### src/rtl/rxc_pkg.sv
package rxc_pkg;

    localparam int OCTET_W = 8;
    localparam int PHASE_W = 3;

    typedef enum logic [3:0] {
        COND_PASS0    = 4'h0,
        COND_PASS1    = 4'h1,
        COND_PASS2    = 4'h2,
        COND_PASS3    = 4'h3,
        COND_PASS4    = 4'h4,
        COND_PASS5    = 4'h5,
        COND_VACANT   = 4'h6,
        COND_BUSY     = 4'h7,
        COND_IDLE1A   = 4'h8,
        COND_MW_ALAW  = 4'h9,
        COND_MW_ULAW  = 4'hA,
        COND_FLIP_MSB = 4'hB,
        COND_FLIP_LOW = 4'hC,
        COND_PRBS     = 4'hD,
        COND_CLEAR    = 4'hE,
        COND_DLINK    = 4'hF
    } cond_e;

    typedef struct packed {
        logic               valid;
        logic               de;
        logic [OCTET_W-1:0] octet;
    } cond_out_t;

    function automatic logic [OCTET_W-1:0] mw_alaw(input logic [PHASE_W-1:0] ph);
        case (ph)
            3'd0, 3'd3: mw_alaw = 8'h34;
            3'd1, 3'd2: mw_alaw = 8'h21;
            3'd4, 3'd7: mw_alaw = 8'hB4;
            default:    mw_alaw = 8'hA1;
        endcase
    endfunction

    function automatic logic [OCTET_W-1:0] mw_ulaw(input logic [PHASE_W-1:0] ph);
        case (ph)
            3'd0, 3'd3: mw_ulaw = 8'h1E;
            3'd1, 3'd2: mw_ulaw = 8'h0B;
            3'd4, 3'd7: mw_ulaw = 8'h9E;
            default:    mw_ulaw = 8'h8B;
        endcase
    endfunction

endpackage

### src/rtl/rxc_code_table.sv
module rxc_code_table
    import rxc_pkg::*;
#(
    parameter int NUM_CH = 24,
    parameter int TS_W   = 5
) (
    input  logic            clk,
    input  logic            rst,
    input  logic            wr_en,
    input  logic [TS_W-1:0] wr_addr,
    input  cond_e           wr_code,
    input  logic [TS_W-1:0] rd_ts,
    output cond_e           rd_code,
    output logic            rd_in_range
);
    localparam int SLOTS = 2 ** TS_W;

    cond_e tbl [SLOTS];

    for (genvar ch = 0; ch < SLOTS; ch++) begin : g_slot
        if (ch < NUM_CH) begin : g_reg
            always_ff @(posedge clk) begin
                if (rst) begin
                    tbl[ch] <= COND_PASS0;
                end else if (wr_en && wr_addr == TS_W'(ch)) begin
                    tbl[ch] <= wr_code;
                end
            end
        end else begin : g_none
            assign tbl[ch] = COND_PASS0;
        end
    end

    assign rd_in_range = (32'(rd_ts) < NUM_CH);
    assign rd_code     = rd_in_range ? tbl[rd_ts] : COND_PASS0;

endmodule

### src/rtl/rxc_pattern_gen.sv
module rxc_pattern_gen
    import rxc_pkg::*;
(
    input  logic               clk,
    input  logic               rst,
    input  logic               frame_start,
    input  logic               advance,
    input  logic               prbs_type,
    output logic [PHASE_W-1:0] phase,
    output logic [OCTET_W-1:0] prbs_octet
);
    localparam int ZRUN_LIMIT = 14;

    logic [PHASE_W-1:0] phase_q;
    logic [14:0]        l15_q, l15_n;
    logic [19:0]        l20_q, l20_n;
    logic [3:0]         zrun_q, zrun_n;

    assign phase = frame_start ? phase_q + 1'b1 : phase_q;

    always_comb begin
        logic fb;
        logic bit_out;
        l15_n      = l15_q;
        l20_n      = l20_q;
        zrun_n     = zrun_q;
        prbs_octet = '0;
        for (int i = 0; i < OCTET_W; i++) begin
            if (!prbs_type) begin
                fb      = l15_n[14] ^ l15_n[13];
                l15_n   = {l15_n[13:0], fb};
                bit_out = fb;
            end else begin
                fb      = l20_n[19] ^ l20_n[16];
                l20_n   = {l20_n[18:0], fb};
                bit_out = fb | (32'(zrun_n) >= ZRUN_LIMIT);
                zrun_n  = bit_out ? 4'd0 : zrun_n + 4'd1;
            end
            prbs_octet[OCTET_W-1-i] = bit_out;
        end
    end

    always_ff @(posedge clk) begin
        if (rst) begin
            phase_q <= '1;
            l15_q   <= '1;
            l20_q   <= '1;
            zrun_q  <= '0;
        end else begin
            phase_q <= phase;
            if (advance) begin
                l15_q  <= l15_n;
                l20_q  <= l20_n;
                zrun_q <= zrun_n;
            end
        end
    end

endmodule

### src/rtl/rxc_cond_mux.sv
module rxc_cond_mux
    import rxc_pkg::*;
#(
    parameter int TS_W = 5
) (
    input  logic               valid,
    input  cond_e              code,
    input  logic [TS_W-1:0]    ts,
    input  logic [OCTET_W-1:0] octet,
    input  logic [PHASE_W-1:0] phase,
    input  logic [OCTET_W-1:0] prbs_octet,
    output cond_out_t          res
);
    always_comb begin
        res.valid = valid;
        res.de    = 1'b0;
        res.octet = octet;
        case (code)
            COND_VACANT:   res.octet = 8'hFF;
            COND_BUSY:     res.octet = {3'b111, 5'(ts)};
            COND_IDLE1A:   res.octet = 8'h1A;
            COND_MW_ALAW:  res.octet = mw_alaw(phase);
            COND_MW_ULAW:  res.octet = mw_ulaw(phase);
            COND_FLIP_MSB: res.octet = octet ^ 8'h80;
            COND_FLIP_LOW: res.octet = octet ^ 8'h7F;
            COND_PRBS:     res.octet = prbs_octet;
            COND_DLINK:    res.de    = 1'b1;
            default:       res.octet = octet;
        endcase
    end

endmodule

### src/rtl/rx_octet_cond.sv
module rx_octet_cond
    import rxc_pkg::*;
#(
    parameter int NUM_CH = 24,
    localparam int TS_W  = (NUM_CH > 1) ? $clog2(NUM_CH) : 1
) (
    input  logic            clk,
    input  logic            rst,
    input  logic            in_valid,
    input  logic [TS_W-1:0] in_ts,
    input  logic [7:0]      in_octet,
    input  logic            frame_start,
    input  logic            wr_en,
    input  logic [TS_W-1:0] wr_addr,
    input  logic [3:0]      wr_code,
    input  logic            prbs_type,
    output logic            out_valid,
    output logic [7:0]      out_octet,
    output logic            out_de
);
    cond_e              cur_code;
    logic               in_range;
    logic [PHASE_W-1:0] phase;
    logic [OCTET_W-1:0] prbs_octet;
    logic               prbs_adv;
    cond_out_t          mux_res;
    cond_out_t          out_q;

    rxc_code_table #(.NUM_CH(NUM_CH), .TS_W(TS_W)) u_table (
        .clk        (clk),
        .rst        (rst),
        .wr_en      (wr_en),
        .wr_addr    (wr_addr),
        .wr_code    (cond_e'(wr_code)),
        .rd_ts      (in_ts),
        .rd_code    (cur_code),
        .rd_in_range(in_range)
    );

    assign prbs_adv = in_valid && in_range && (cur_code == COND_PRBS);

    rxc_pattern_gen u_pat (
        .clk        (clk),
        .rst        (rst),
        .frame_start(frame_start),
        .advance    (prbs_adv),
        .prbs_type  (prbs_type),
        .phase      (phase),
        .prbs_octet (prbs_octet)
    );

    rxc_cond_mux #(.TS_W(TS_W)) u_mux (
        .valid     (in_valid),
        .code      (cur_code),
        .ts        (in_ts),
        .octet     (in_octet),
        .phase     (phase),
        .prbs_octet(prbs_octet),
        .res       (mux_res)
    );

    always_ff @(posedge clk) begin
        if (rst || !in_valid) begin
            out_q <= '0;
        end else begin
            out_q <= mux_res;
        end
    end

    assign out_valid = out_q.valid;
    assign out_octet = out_q.octet;
    assign out_de    = out_q.de;

endmodule

### config.mk
export PLATFORM = sky130hd
export DESIGN_NAME = rx_octet_cond
export DESIGN_NICKNAME = d
export VERILOG_FILES = /design/src/rtl/rxc_pkg.sv /design/src/rtl/rxc_code_table.sv /design/src/rtl/rxc_pattern_gen.sv /design/src/rtl/rxc_cond_mux.sv /design/src/rtl/rx_octet_cond.sv
export SDC_FILE = /design/constraint.sdc
export NUM_CORES = 1
export LEC_CHECK = 0
export CORE_MARGIN = 1
export CORE_UTILIZATION = 45
export DETAILED_ROUTE_END_ITERATION = 16
export SYNTH_ARGS = -nofsm -noshare
export SYNTH_HDL_FRONTEND = slang
export SYNTH_HIERARCHICAL = 1
export SYNTH_SLANG_ARGS = --single-unit
### constraint.sdc
create_clock -name clk -period 11.15 [get_ports clk]
set_clock_uncertainty 0.2 [all_clocks]
set_input_delay 2.23 -clock clk [delete_from_list [all_inputs] [get_ports clk]]
set_output_delay 2.23 -clock clk [all_outputs]
set_load 0.03 [all_outputs]
==> impl_results.md <==
* Run status: finished clean
* Initial detailed-routing violation count at 512
* Cell mode on critical path: ha_1
* Netlist cell types at 93
* Final setup fails at 0
* Critical path type: primary input to register
* Post-Route WL at ~24 mm
* Mean post-synth cell area at 8.33 um^2
* Placed instance area at 0.00946 mm^2
* Drt wl/cell at 17.7 um
* Flop-to-flop setup slack at 1520 ps
* Vias at 7,812
* Final setup margin at 626 ps
* Cell Area, Synth at 0.00904 mm^2
* Post-synth EDFFs at 0
* Nets@finish at 1,115
* CP max stage cell: a2111oi_4
* Post-Syn Nets at 1,131
* Post_cts resized at 0
* Arr. time, crit path at 10,640 ps
* Area delta synth->final at 11.3%
* Drt drc at 0
* Skew-Pair Late Insertion Delay at 420 ps
* Vias in the first global route at 7,353
* Port Buf Inserts at 37
* Nature of the critical path startpoint: primary input
* Worst-path maximum fanout at 12
* F_max at 95.0 MHz
* Yosys reg bits at around 150
* Leakage at 3.84 nW
* Post-synth ARST share at 0
* Largest net degree at the start of global routing at 100
* N_diodes at 0
* Sequential area share after synthesis at 0.328
* Worst EP required at 11,260 ps
* RSZ-0062 raised after global routing: no
* Post-DP HPWL at 16.3 mm
* Crit end category: register
* Clock sinks at 148
* Hold Crit Class: register to register
* Hold Path Sink: u_table/tbl[104]
* All-layer global routing usage at 0.241
* Layout cells sized above 1 at 0.0951
* Die W at approximately 140 um
* Reg2Reg Depth at between 50 and 60
* CTS root buf: clkbuf_16
* Post-CTS Setup Inserts at 0
* Starting Density at 0.462
* Initial antenna violation count at 0
* Hold_buf cts at 0
* Pin slew with the least headroom to its limit at 1100 ps
* Die extent in y at 144 um
* Rel. slew slack at 0.266
* FF-to-FF End: out_octet[0]
* Worst-path clk slew at 60 ps
* Yosys Warn Count at 6
* Top FF cell, synth: dfxtp_1
* Fin crit share at 0.944
* Worst slack, placed at 402 ps
* Global-route wire length before repair at 38.8 mm
* Post-route ant nets at 0
* Reg-to-Reg Start: u_pat/zrun_q[1]
* Core box area at ~0.020 mm^2
* GPL Wtd Cong at 0.932
* CTS tree: yes
* CTS max path bufs at 2
* Gate Count Post-Synth at ~1,100
* Worst hold start: u_table/tbl[104]
* Worst hold stages at 2
* Slew Viols, Final at 0
* Final Power at between 1 and 1.5 mW
* Top-level port count at 38
* Via density at about 5.8
* Max incr delay on CP at approximately 440 ps
* Setup Total Neg Slack at 0 ps
* Pwr dens at 128 mW/mm^2
* FP Rows at a little over 50
* Fin. Hold Viols at 0
* Gr ovfl total at 0
* Total CTS buffers at 17
* Fin area at roughly 0.010 mm^2
* Final Critical Period at 10,520 ps
* Area of the die at 0.0207 mm^2
* # Max-Cap Violations at 0
* Htree depth at 4
* Utilization after layout at 0.514
* DRT Pass-1 Iters at 5
* Worst VDD drop at 0.0000925 V
layer usage:
layer / global-route usage / wire length (um) / vias up
met5: 0 / 0 / -
met4: 0.0873 / 419 / 0
met3: 0.0413 / 983 / 24
met2: 0.397 / 11400 / 174
met1: 0.314 / 11100 / 3749
li1: - / - / 3865
stage by stage:
stage / std cells / hold slack, ps
after floorplan: 1086 / 227
after detailed placement: 1316 / 243
after CTS: 1348 / 255
after global routing: 1348 / 270
after global placement: 1316 / 237
final: 1348 / 254
state kept, by name, indices dropped and copies added, names as in the netlist:
| signal | count |
|---|---|
| u_table/tbl | 96 |
| u_pat/l20_q | 20 |
| u_pat/l15_q | 15 |
| out_octet | 8 |
| u_pat/zrun_q | 4 |
| u_pat/phase_q | 3 |
| out_de | 1 |
| out_valid | 1 |
kinds of logic after synthesis:
| family | count (synthesis) | synth area share |
|---|---|---|
| simple gates | 447 | 0.252 |
| compound gates | 234 | 0.183 |
| flops | 148 | 0.328 |
| buf+inv | 110 | 0.0584 |
| mux | 103 | 0.129 |
| xor+xnor | 27 | 0.0270 |
| fa+ha+maj | 17 | 0.0235 |
placed cells by master, fill, tap and decap left out, drive strengths merged, types with 10 or more instances in the layout:
master	synthesis	final
xnor2	15	15
clkbuf	43	19
inv	19	23
ha	17	17
nor2	103	103
mux2i	86	86
buf	48	22
dfxtp	148	148
a22oi	13	13
nand3	58	58
nand3b	19	19
nand2	140	140
clkdlybuf4s50	0	34
o21ai	30	30
a211o	26	26
and2	15	15
a21oi	80	80
nor2b	17	17
o211ai	11	11
and3	23	23
xor2	12	12
nor3	10	10
report_power, final:
part | switching [mW] | leakage, nW | internal, mW
logic | 0.0922 | 2.35 | 0.0565
registers | 0.00250 | 1.20 | 0.535
clock network | 0.241 | 0.296 | 0.357
total | 0.336 | 3.84 | 0.948
worst max-delay path by stage:
stage	startpoint	endpoint	slack, ps	cells after the start
final	prbs_type	out_octet[0]	630	50
after global routing	prbs_type	out_octet[0]	110	50
after global placement	prbs_type	out_octet[0]	510	50
after detailed placement	prbs_type	out_octet[0]	400	50
after floorplan	prbs_type	out_octet[0]	40	56
after CTS	prbs_type	out_octet[0]	800	50
synth_stat cells, types with 4 or more instances:
master	count	area, um^2
buf_4	11	82.6
buf_1	5	18.8
xor2_1	12	105
nand3b_1	19	143
or3_1	6	37.5
a22oi_1	13	97.6
xnor2_1	14	123
nand3_1	58	290
and2_1	14	87.6
nor3_1	10	50.1
a21o_1	7	52.6
ha_1	17	213
mux4_2	6	135
a21oi_1	79	395
o21ai_0	23	115
nand4b_1	4	35.0
nand2_1	139	522
or2_2	4	25.0
nor4_1	5	31.3
a31oi_1	6	37.5
nand4_1	8	50.1
clkbuf_1	41	154
o211ai_1	10	75.1
buf_2	27	135
nor2b_1	16	100
inv_1	16	60.1
a211o_1	26	228
nor2_1	103	387
dfxtp_1	148	2960
nand2b_1	9	56.3
buf_6	5	56.3
o31ai_1	5	37.5
mux2i_1	85	851
o21ai_1	7	35.0
mux2_2	8	90.1
and3_1	23	144
o311ai_1	5	43.8
final cells by class:
type | instances | area, um^2
flip-flops and latches | 148 | 2960
fillers | 1910 | 9530
repair buffers | 56 | 500
inverters | 19 | 71.3
clock inverters | 13 | 174
clock buffers | 19 | 433
well taps | 265 | 332
multi-input cells | 828 | 5590
worst max-delay path, delay by kind of cell:
kind	cells	cell delay [ps]
adders and majority gates	7	1320
and+or+nand+nor	19	3060
muxes	1	290
AOI/OAI and AO/OA	19	3470
buffers and inverters	4	280
Power figures use the tool's default switching activity.
